`src/rtl/lockstep_ctrl_pkg.sv`:
```
package lockstep_ctrl_pkg;

    typedef enum logic [2:0] {
        OP_STEP   = 3'd0,
        OP_RUN    = 3'd1,
        OP_HALT   = 3'd2,
        OP_SM_RD  = 3'd3,
        OP_SM_WR  = 3'd4,
        OP_LM_RD  = 3'd5,
        OP_LM_WR  = 3'd6,
        OP_STATUS = 3'd7
    } host_op_e;

    typedef enum logic [1:0] {
        RUN_IDLE,
        RUN_LAUNCH,
        RUN_WAIT
    } run_state_e;

    typedef enum logic [1:0] {
        HP_IDLE,
        HP_SM,
        HP_LM
    } port_state_e;

endpackage

```
`src/rtl/done_collector.sv`:
```
module done_collector #(
    parameter int NUM_ENG = 4
) (
    input  logic               clk,
    input  logic               rst_n,
    input  logic               clear,
    input  logic               capture,
    input  logic [NUM_ENG-1:0] done_in,
    output logic               all_done
);

    logic [NUM_ENG-1:0] mask_d, mask_q;

    always_comb begin
        mask_d = mask_q;
        if (clear) begin
            mask_d = '0;
        end else if (capture) begin
            mask_d = mask_q | done_in;
        end
    end

    always_ff @(posedge clk) begin
        if (!rst_n) begin
            mask_q <= '0;
        end else begin
            mask_q <= mask_d;
        end
    end

    // Completion is seen in the clock the last outstanding engine reports.
    assign all_done = capture && (&(mask_q | done_in));

endmodule

```
`src/rtl/run_sequencer.sv`:
```
module run_sequencer
    import lockstep_ctrl_pkg::*;
#(
    parameter int CNT_W = 32
) (
    input  logic             clk,
    input  logic             rst_n,
    input  logic             cmd_step,
    input  logic             cmd_run,
    input  logic             cmd_halt,
    input  logic             all_done,
    output logic             launch,
    output logic             waiting,
    output logic             busy,
    output logic [CNT_W-1:0] cycle_count
);

    typedef struct packed {
        run_state_e       state;
        logic             cont;
        logic             halt_pend;
        logic [CNT_W-1:0] count;
    } seq_t;

    seq_t seq_d, seq_q;

    always_comb begin
        seq_d = seq_q;
        case (seq_q.state)
            RUN_IDLE: begin
                if (cmd_step) begin
                    seq_d.state     = RUN_LAUNCH;
                    seq_d.cont      = 1'b0;
                    seq_d.halt_pend = 1'b0;
                end else if (cmd_run) begin
                    seq_d.state     = RUN_LAUNCH;
                    seq_d.cont      = 1'b1;
                    seq_d.halt_pend = 1'b0;
                end
            end
            RUN_LAUNCH: begin
                seq_d.state = RUN_WAIT;
                if (cmd_halt) seq_d.halt_pend = 1'b1;
            end
            RUN_WAIT: begin
                if (cmd_halt) seq_d.halt_pend = 1'b1;
                if (all_done) begin
                    seq_d.count = seq_q.count + CNT_W'(1);
                    if (seq_q.cont && !seq_q.halt_pend && !cmd_halt) begin
                        seq_d.state = RUN_LAUNCH;
                    end else begin
                        seq_d.state     = RUN_IDLE;
                        seq_d.cont      = 1'b0;
                        seq_d.halt_pend = 1'b0;
                    end
                end
            end
            default: seq_d.state = RUN_IDLE;
        endcase
    end

    always_ff @(posedge clk) begin
        if (!rst_n) begin
            seq_q.state     <= RUN_IDLE;
            seq_q.cont      <= 1'b0;
            seq_q.halt_pend <= 1'b0;
            seq_q.count     <= '0;
        end else begin
            seq_q <= seq_d;
        end
    end

    assign launch      = (seq_q.state == RUN_LAUNCH);
    assign waiting     = (seq_q.state == RUN_WAIT);
    assign busy        = (seq_q.state != RUN_IDLE);
    assign cycle_count = seq_q.count;

endmodule

```
`src/rtl/host_access.sv`:
```
module host_access
    import lockstep_ctrl_pkg::*;
#(
    parameter int NUM_ENG = 4,
    parameter int DATA_W  = 32,
    parameter int SM_AW   = 16,
    parameter int LM_AW   = 12,
    parameter int CNT_W   = 32,
    parameter int ENG_W   = 2
) (
    input  logic                      clk,
    input  logic                      rst_n,
    input  logic                      host_req,
    input  logic [2:0]                host_op,
    input  logic [ENG_W-1:0]          host_eng,
    input  logic [SM_AW-1:0]          host_addr,
    input  logic [DATA_W-1:0]         host_wdata,
    output logic                      host_ack,
    output logic                      host_err,
    output logic [DATA_W-1:0]         host_rdata,
    input  logic                      busy,
    input  logic [CNT_W-1:0]          cycle_count,
    output logic                      cmd_step,
    output logic                      cmd_run,
    output logic                      cmd_halt,
    output logic                      sm_req,
    output logic                      sm_we,
    output logic [SM_AW-1:0]          sm_addr,
    output logic [DATA_W-1:0]         sm_wdata,
    input  logic [DATA_W-1:0]         sm_rdata,
    input  logic                      sm_ack,
    output logic [NUM_ENG-1:0]        lm_req,
    output logic                      lm_we,
    output logic [LM_AW-1:0]          lm_addr,
    output logic [DATA_W-1:0]         lm_wdata,
    input  logic [NUM_ENG*DATA_W-1:0] lm_rdata,
    input  logic [NUM_ENG-1:0]        lm_ack
);

    typedef struct packed {
        port_state_e       state;
        host_op_e          op;
        logic [ENG_W-1:0]  eng;
        logic [SM_AW-1:0]  addr;
        logic [DATA_W-1:0] wdata;
        logic              ack;
        logic              err;
        logic [DATA_W-1:0] rdata;
    } port_t;

    port_t             pt_d, pt_q;
    logic              eng_ok;
    logic              sel_ack;
    logic [DATA_W-1:0] sel_rdata;
    host_op_e          req_op;

    assign req_op = host_op_e'(host_op);

    always_comb begin
        eng_ok    = 1'b0;
        sel_ack   = 1'b0;
        sel_rdata = '0;
        for (int i = 0; i < NUM_ENG; i++) begin
            if (host_eng == ENG_W'(i)) eng_ok = 1'b1;
            if (pt_q.eng == ENG_W'(i)) begin
                sel_ack   = lm_ack[i];
                sel_rdata = lm_rdata[i*DATA_W +: DATA_W];
            end
        end
    end

    always_comb begin
        pt_d     = pt_q;
        pt_d.ack = 1'b0;
        pt_d.err = 1'b0;
        cmd_step = 1'b0;
        cmd_run  = 1'b0;
        cmd_halt = 1'b0;
        case (pt_q.state)
            HP_IDLE: begin
                if (host_req) begin
                    pt_d.op    = req_op;
                    pt_d.eng   = host_eng;
                    pt_d.addr  = host_addr;
                    pt_d.wdata = host_wdata;
                    case (req_op)
                        OP_STEP: begin
                            pt_d.ack = 1'b1;
                            if (busy) pt_d.err = 1'b1;
                            else      cmd_step = 1'b1;
                        end
                        OP_RUN: begin
                            pt_d.ack = 1'b1;
                            if (busy) pt_d.err = 1'b1;
                            else      cmd_run  = 1'b1;
                        end
                        OP_HALT: begin
                            pt_d.ack = 1'b1;
                            cmd_halt = 1'b1;
                        end
                        OP_SM_RD, OP_SM_WR: begin
                            pt_d.state = HP_SM;
                        end
                        OP_LM_RD, OP_LM_WR: begin
                            if (busy || !eng_ok) begin
                                pt_d.ack = 1'b1;
                                pt_d.err = 1'b1;
                            end else begin
                                pt_d.state = HP_LM;
                            end
                        end
                        OP_STATUS: begin
                            pt_d.ack   = 1'b1;
                            pt_d.rdata = host_addr[0] ? DATA_W'(cycle_count)
                                                      : DATA_W'(busy);
                        end
                        default: pt_d.state = HP_IDLE;
                    endcase
                end
            end
            HP_SM: begin
                if (sm_ack) begin
                    pt_d.state = HP_IDLE;
                    pt_d.ack   = 1'b1;
                    pt_d.rdata = (pt_q.op == OP_SM_RD) ? sm_rdata : '0;
                end
            end
            HP_LM: begin
                if (sel_ack) begin
                    pt_d.state = HP_IDLE;
                    pt_d.ack   = 1'b1;
                    pt_d.rdata = (pt_q.op == OP_LM_RD) ? sel_rdata : '0;
                end
            end
            default: pt_d.state = HP_IDLE;
        endcase
    end

    always_ff @(posedge clk) begin
        if (!rst_n) begin
            pt_q.state <= HP_IDLE;
            pt_q.op    <= OP_STEP;
            pt_q.eng   <= '0;
            pt_q.addr  <= '0;
            pt_q.wdata <= '0;
            pt_q.ack   <= 1'b0;
            pt_q.err   <= 1'b0;
            pt_q.rdata <= '0;
        end else begin
            pt_q <= pt_d;
        end
    end

    always_comb begin
        lm_req = '0;
        if (pt_q.state == HP_LM) begin
            for (int i = 0; i < NUM_ENG; i++) begin
                if (pt_q.eng == ENG_W'(i)) lm_req[i] = 1'b1;
            end
        end
    end

    assign host_ack   = pt_q.ack;
    assign host_err   = pt_q.err;
    assign host_rdata = pt_q.rdata;
    assign sm_req     = (pt_q.state == HP_SM);
    assign sm_we      = (pt_q.op == OP_SM_WR);
    assign sm_addr    = pt_q.addr;
    assign sm_wdata   = pt_q.wdata;
    assign lm_we      = (pt_q.op == OP_LM_WR);
    assign lm_addr    = pt_q.addr[LM_AW-1:0];
    assign lm_wdata   = pt_q.wdata;

endmodule

```
`src/rtl/lockstep_array_ctrl.sv`:
```
module lockstep_array_ctrl #(
    parameter int NUM_ENG = 4,
    parameter int DATA_W  = 32,
    parameter int SM_AW   = 16,
    parameter int LM_AW   = 12,
    parameter int CNT_W   = 32,
    localparam int ENG_W  = (NUM_ENG > 1) ? $clog2(NUM_ENG) : 1
) (
    input  logic                      clk,
    input  logic                      rst_n,
    input  logic                      host_req,
    input  logic [2:0]                host_op,
    input  logic [ENG_W-1:0]          host_eng,
    input  logic [SM_AW-1:0]          host_addr,
    input  logic [DATA_W-1:0]         host_wdata,
    output logic                      host_ack,
    output logic                      host_err,
    output logic [DATA_W-1:0]         host_rdata,
    output logic                      array_busy,
    output logic [NUM_ENG-1:0]        eng_start,
    input  logic [NUM_ENG-1:0]        eng_done,
    output logic                      sm_req,
    output logic                      sm_we,
    output logic [SM_AW-1:0]          sm_addr,
    output logic [DATA_W-1:0]         sm_wdata,
    input  logic [DATA_W-1:0]         sm_rdata,
    input  logic                      sm_ack,
    output logic [NUM_ENG-1:0]        lm_req,
    output logic                      lm_we,
    output logic [LM_AW-1:0]          lm_addr,
    output logic [DATA_W-1:0]         lm_wdata,
    input  logic [NUM_ENG*DATA_W-1:0] lm_rdata,
    input  logic [NUM_ENG-1:0]        lm_ack
);

    logic             cmd_step, cmd_run, cmd_halt;
    logic             launch, waiting, all_done;
    logic [CNT_W-1:0] cycle_count;

    done_collector #(
        .NUM_ENG (NUM_ENG)
    ) u_join (
        .clk      (clk),
        .rst_n    (rst_n),
        .clear    (launch),
        .capture  (waiting),
        .done_in  (eng_done),
        .all_done (all_done)
    );

    run_sequencer #(
        .CNT_W (CNT_W)
    ) u_seq (
        .clk         (clk),
        .rst_n       (rst_n),
        .cmd_step    (cmd_step),
        .cmd_run     (cmd_run),
        .cmd_halt    (cmd_halt),
        .all_done    (all_done),
        .launch      (launch),
        .waiting     (waiting),
        .busy        (array_busy),
        .cycle_count (cycle_count)
    );

    host_access #(
        .NUM_ENG (NUM_ENG),
        .DATA_W  (DATA_W),
        .SM_AW   (SM_AW),
        .LM_AW   (LM_AW),
        .CNT_W   (CNT_W),
        .ENG_W   (ENG_W)
    ) u_port (
        .clk         (clk),
        .rst_n       (rst_n),
        .host_req    (host_req),
        .host_op     (host_op),
        .host_eng    (host_eng),
        .host_addr   (host_addr),
        .host_wdata  (host_wdata),
        .host_ack    (host_ack),
        .host_err    (host_err),
        .host_rdata  (host_rdata),
        .busy        (array_busy),
        .cycle_count (cycle_count),
        .cmd_step    (cmd_step),
        .cmd_run     (cmd_run),
        .cmd_halt    (cmd_halt),
        .sm_req      (sm_req),
        .sm_we       (sm_we),
        .sm_addr     (sm_addr),
        .sm_wdata    (sm_wdata),
        .sm_rdata    (sm_rdata),
        .sm_ack      (sm_ack),
        .lm_req      (lm_req),
        .lm_we       (lm_we),
        .lm_addr     (lm_addr),
        .lm_wdata    (lm_wdata),
        .lm_rdata    (lm_rdata),
        .lm_ack      (lm_ack)
    );

    // Broadcast: one launch state drives every engine's start bit.
    genvar g;
    generate
        for (g = 0; g < NUM_ENG; g++) begin : g_start
            assign eng_start[g] = launch;
        end
    endgenerate

endmodule

```
`config.mk`:
```
export PLATFORM = sky130hd
export DESIGN_NAME = lockstep_array_ctrl
export DESIGN_NICKNAME = d
export VERILOG_FILES = /design/src/rtl/lockstep_ctrl_pkg.sv /design/src/rtl/done_collector.sv /design/src/rtl/run_sequencer.sv /design/src/rtl/host_access.sv /design/src/rtl/lockstep_array_ctrl.sv
export SDC_FILE = /design/constraint.sdc
export NUM_CORES = 1
export LEC_CHECK = 0
export BUFFER_PORTS_ARGS = -buffer_cell sky130_fd_sc_hd__buf_2
export CORE_AREA = 2 2 141 143
export CTS_BUF_LIST = sky130_fd_sc_hd__clkbuf_4 sky130_fd_sc_hd__clkbuf_8
export DETAILED_ROUTE_END_ITERATION = 7
export DIE_AREA = 0 0 143 145
export GPL_TIMING_DRIVEN = 0
export HOLD_SLACK_MARGIN = 0.12
export PLACE_DENSITY = 0.7
export SLEW_MARGIN = 20
export SYNTH_ARGS = -nofsm -noshare
export SYNTH_HDL_FRONTEND = slang
export SYNTH_SLANG_ARGS = --single-unit
```
`constraint.sdc`:
```
create_clock -name clk -period 2 [get_ports clk]
set_clock_uncertainty 0.2 [all_clocks]
set_input_delay 0.4 -clock clk [delete_from_list [all_inputs] [get_ports clk]]
set_output_delay 0.4 -clock clk [all_outputs]
set_load 0.05 [all_outputs]
```
### Word-level counts from Yosys, hierarchy flattened

Cells that the tools add are included.

* add/subtract/negate cells: 1
* multipliers: 0
* divide/modulo/power cells: 0
* order comparisons: 0
* eq/ne operators: 30
* shift-type cells: 0
* mux-type cells: 56
* bitwise operators: 2
* reduce and logical (&&, ||, !) cells: 30

Operators by type and width (number)
* $mux W32: 10
* $pmux W32 S3: 1
* $mux W89: 1
* $mux W36: 1
* $add A32 B1 Y32 const B: 1
* $mux W1: 27
* $eq A3 B3 Y1 const B: 7
* $eq A2 B2 Y1 const B: 6
* $mux W4: 3
* $pmux W2 S3: 2
* $mux W2: 5
* $reduce_and A5 Y1: 2
* $eq A3 B2 Y1 const B: 3
* $ne A3 B3 Y1 const B: 3
* $eq A2 B1 Y1 const B: 4
* $logic_not A2 Y1: 4
* $ne A2 B2 Y1 const B: 4
* $reduce_and A2 Y1: 4
* $reduce_and A4 Y1: 2
* $reduce_or A2 Y1: 4
* $pmux W1 S2: 3
* $pmux W1 S3: 2
* $reduce_bool A3 Y1: 2
* $ne A2 B1 Y1 const B: 2
* 11 further kinds: 16

* flip-flop bits (word level): 129
* latch bits: 0
* RAM bits: 0
* memory bits (read-only): 0
* bits of input ports: 225
* output and inout port bits: 138
* memories kept: 0

### Longest topological paths before layout

* depth after elaboration: 11
* depth in mapped cells: 8
* gate-level depth less buffers: 7

### By module

A second synthesis with hierarchy kept.

* cell total of the unflattened synthesis: 877
* area, all modules: 7743.7 um^2

By module, submodules not included
* host_access: times used 1, cells an instance 606, area an instance 5494.0 um^2, seq. area each 1781.7 um^2
* run_sequencer: times used 1, cells an instance 250, area an instance 2065.7 um^2, seq. area each 720.7 um^2
* done_collector: times used 1, cells an instance 17, area an instance 153.9 um^2, seq. area each 80.1 um^2
* lockstep_array_ctrl: times used 1, cells an instance 4, area an instance 30.0 um^2, seq. area each 0.0 um^2

### Least setup slack after synthesis

No wires, ideal clock.

* path type: reg2out
* start point: register u_port.pt_q[83] (netlist name)
* end point: output lm_req[0]
* arrival: 1960 ps
* data required time: 1400 ps
* slack: -560 ps
* stages on the path, launching flop included: 4
* cell sequence: dfxtp_1 > buf_1 > clkbuf_1 > nor3b_1

* cells in the longest elaborated chain, start to end: 3

RTL lines
* start, declared: line host_access.sv:51 `port_t pt_d, pt_q;`
* start signal, assigned: line host_access.sv:150 `pt_q <= pt_d;`
* $logic_not A2 Y1: line host_access.sv:158 `if (pt_q.eng == ENG_W'(i)) lm_req[i] = 1'b1;`
* $mux W1: line host_access.sv:158
* $mux W4: line host_access.sv:156 `if (pt_q.state == HP_LM) begin`
* end, declared: line lockstep_array_ctrl.sv:28 `output logic [NUM_ENG-1:0] lm_req,`

Every way passes these cells.

### Worst setup path in the final report

* start point: register u_seq.seq_q[34] (netlist name)
* end point: register u_seq.seq_q, in the netlist u_seq.cycle_count[30]

* cells in the longest elaborated chain, start to end: 3

RTL lines
* start, declared: line run_sequencer.sv:25 `seq_t seq_d, seq_q;`
* start signal, assigned: line run_sequencer.sv:69 `seq_q <= seq_d;`
* $eq A2 B2 Y1 (*): line run_sequencer.sv:29, run_sequencer.sv:74
* $logic_and A1 B1 Y1: line done_collector.sv:32 `assign all_done = capture && (&(mask_q | done_in));`
* $reduce_and A2 Y1 (no source line) (*)

Every way passes the cells marked *; elsewhere a longest branch is shown, timed or not.
A chain may end at the register's enable or synchronous reset.

==> summary.md <==
| Metric | Value |
|---|---|
| Clk_lat worst skew | 0.44 ns |
| Clock root cell | clkbuf_8 |
| Register area share after synthesis | 35.64% |
| Busiest grt layer | met2 |
| ANT nets after route | 0 |
| Worst Setup End Kind | flip-flop |
| First-pass GRT wire length | 42.17 mm |
| Largest net degree at the start of global routing | 17 |
| Slew Limit Fails | 0 |
| Worst setup SP type | flip-flop |
| Fmax | 471.5 MHz |
| Violated checks | setup timing |
| Met1 Usage GRT | 28.12% |
| WP data required | 2.17 ns |
| Post-layout min period | 2.121 ns |
| Area Growth Syn to Fin | 63.63% |
| Mean post-synth cell area | 8.677 um^2 |
| DIE HEIGHT | 145 um |
| Final setup violation count | 48 |
| Worst Tran Pin Value | 0.8116 ns |
| Hpwl dp | 19.07 mm |
| Leakage | 5.507 nW |
| Fin crit share | 106.0% |
| Final Net Count | 1,570 |
| Worst setup margin | -0.1207 ns |
| Ant. Diodes | 0 |
| Starting density of the core | 37.72% |
| Met3 Track Usage GR | 5.842% |
| Slew margin rel. | 45.90% |
| Synth Register Bits | 129 |
| RSZ-0062 raised after global routing | yes |
| Path depth of the worst reg2reg path | 8 |
| Hold path depth | 3 |
| Post-DP Area | 9455 um^2 |
| Most used DFF post-synth | dfxtp_1 |
| CTS tree | done |
| Wire per inst | 17.02 um |
| Clock slew at reported path FFs | 0.08 ns |
| Number of synthesized flops with an enable pin | 0 |
| CTS buffer count | 17 |
| Max Cap Violations | 0 |
| Clock Sink Count | 129 |
| VDD IR-drop max | 0.0004250 V |
| Yosys warning total | 0 |
| Clk buf depth | 2 |
| TritonRoute pass-1 iters | 6 |
| Commonest non-fill, non-tap cell in the layout | buf_2 |
| Via count | 8,135 |
| Vias/cell | 5.040 |
| Outcome | finished with violations |
| Commonest non-fill, non-tap cells in the layout | buf_2 (352), buf_4 (161), nand2_1 (131) |
| Unique masters post-synth | 50 |
| HP Class | in2reg |
| Die Width | 143 um |
| # DRC | 0 |
| Net Count, Synth | 1,069 |
| H-tree depth | 4 |
| Crit path max fanout | 7 |
| Placed Cells | 1,458 |
| Synthesized area | 7246 um^2 |
| Initial antenna violation count | 2 |
| Synth Instances | 835 |
| I/O Buffers | 358 |
| Worst Path Arrival | 2.29 ns |
| Remaining Overflow, GRT | 0 |
| RePlAce Congestion | 0.8250 |
| Hold Crit Start | sm_rdata[27] |
| Critical setup path kind | reg2reg |
| Final Hold Vio Count | 0 |
| Hold Crit Endpoint | u_port.host_rdata[27] |
| Worst R2R Setup Slack | -0.12 ns |
| Iter 0 DRT Violations | 345 |
| I/O Pins | 363 |
| Grt met2 use | 48.49% |
| Vias in the first global route | 8,281 |
| Core area | 19,210 um^2 |
| Final WL | 27.47 mm |
| Fraction of layout cells with a size suffix above 1 | 54.41% |
| PwrDens | 708.3 nW/um^2 |
| Rows | 51 |
| Worst r2r dst | u_seq.cycle_count[30] |
| Die Area | 20,740 um^2 |
| Final Non-Filler Cells | 1,614 |
| Ys async rst share | 0% |
| Worst reg2reg startpoint | u_seq.seq_q[34] |
| Overall routing resource usage | 25.80% |
| Post-Layout Inst Area | 11,860 um^2 |
-- state kept, by name, summed over array words and instances (netlist names) --
| name | count |
|---|---|
| u_port.host_ack | 1 |
| u_join.mask_q | 4 |
| u_port.host_err | 1 |
| u_port.host_rdata | 32 |
| u_port.pt_q | 7 |
| u_seq.cycle_count | 32 |
| u_seq.seq_q | 4 |
| u_port.lm_wdata | 32 |
| u_port.sm_addr | 16 |
-- how the worst max path moves through the flow --
stage                          from                    end  slack, ns  depth (start not counted)
global route        u_seq.seq_q[34]  u_seq.cycle_count[24]      -0.22                          8
detailed placement  u_port.pt_q[87]  u_port.host_rdata[16]      -0.81                          7
CTS                 u_seq.seq_q[34]  u_seq.cycle_count[22]      -0.20                          9
floorplan           u_seq.seq_q[34]  u_seq.cycle_count[24]      -0.13                          7
finish              u_seq.seq_q[34]  u_seq.cycle_count[30]      -0.12                          8
global placement    u_port.pt_q[87]  u_port.host_rdata[27]      -0.81                          7
-- routing by layer --
| metal | wire, um | vias up |
|---|---|---|
| li1 | - | 3873 |
| met2 | 14610 | 359 |
| met5 | 21 | - |
| met3 | 1822 | 45 |
| met4 | 585 | 4 |
| met1 | 10430 | 3854 |
-- cell families (layout without fill, tap and decap cells) --
logic type      count (synthesis)  in the layout  synth area share, %
simple gates                  237            237                15.73
compound gates                206            206                17.22
buf+inv                       199            713                17.03
flops                         129            129                35.64
mux                            37             37                10.65
xor+xnor                       18             18                2.176
fa+ha+maj                       9              9                1.554
-- synthesized netlist by cell type (2+ instances only) --
cell	instances	area (um^2)
nand4_1	7	43.79
a222oi_1	32	320.3
o21ai_0	35	175.2
nor2_1	29	108.9
nand3_1	16	80.08
mux2i_1	4	40.04
buf_2	5	25.02
buf_1	6	22.52
and3b_1	2	17.52
nor4_1	4	25.02
nand4_2	3	37.54
inv_1	12	45.04
nand2b_1	3	18.77
mux4_2	32	720.7
o31ai_1	6	45.04
nand3b_1	2	15.01
a21oi_1	109	545.5
xnor2_1	5	43.79
nor3b_1	2	15.01
buf_4	128	960.9
nand2_1	133	499.2
nor3_1	5	25.02
ha_1	9	112.6
xor2_1	13	113.9
o22ai_1	3	18.77
dfxtp_1	129	2582
and3_1	4	25.02
or4_1	7	52.55
o21a_1	4	30.03
and4_1	5	43.79
and2_1	3	18.77
o21ai_1	8	40.04
clkbuf_1	47	176.4
or3_1	7	43.79
-- stage by stage --
step / worst slack (ns) / util [%] / hold WS, ns / power (mW) / TNS (ns)
floorplan: -0.1349 / - / 0.2354 / 4.826 / -0.4741
detailed placement: -0.8138 / 49.23 / 0.2470 / 5.535 / -49.27
global route: -0.2171 / 61.73 / 0.1336 / 8.790 / -5.878
global placement: -0.8117 / 49.23 / 0.2433 / 5.500 / -48.78
CTS: -0.1962 / 60.28 / 0.1248 / 8.335 / -5.157
finish: -0.1207 / 61.73 / 0.1467 / 8.398 / -2.826
-- critical path, cell delays in order, from the launching register on --
cell and delay, ns:
dfxtp_2 0.34, inv_2 0.08, ha_4 0.15, nand4_4 0.12, nor4_4 0.16, buf_4 0.19, nand4_4 0.15, or4_1 0.51
a21oi_1 0.16
-- report_power, final --
part / internal, mW / switching, mW / leakage (nW)
clock: 1.37 / 1.05 / 0.220
combinational: 1.30 / 1.79 / 4.22
sequential: 2.74 / 0.148 / 1.06
-- repair_timing --
item / in CTS / in global routing
setup endpoints to repair: 112 / 117
pin swaps: 25 / 25
setup buffers: 28 / 7
hold buffers: 86 / 0
gates cloned: 6 / 1
endpoints found under the hold margin: 86 / 0
gates resized for setup: 149 / 81
-- layout make-up --
type                       count  area [um^2]
clock inverter                 9        130.1
timing repair buffer         486         3162
inverter                      13        52.55
tap                          265        331.6
fill                        1619         7351
buffer                       182         1435
sequential                   129         2628
multi-input combinational    507         3820
clock buffer                  23        297.8
Power figures use the tool's default switching activity.
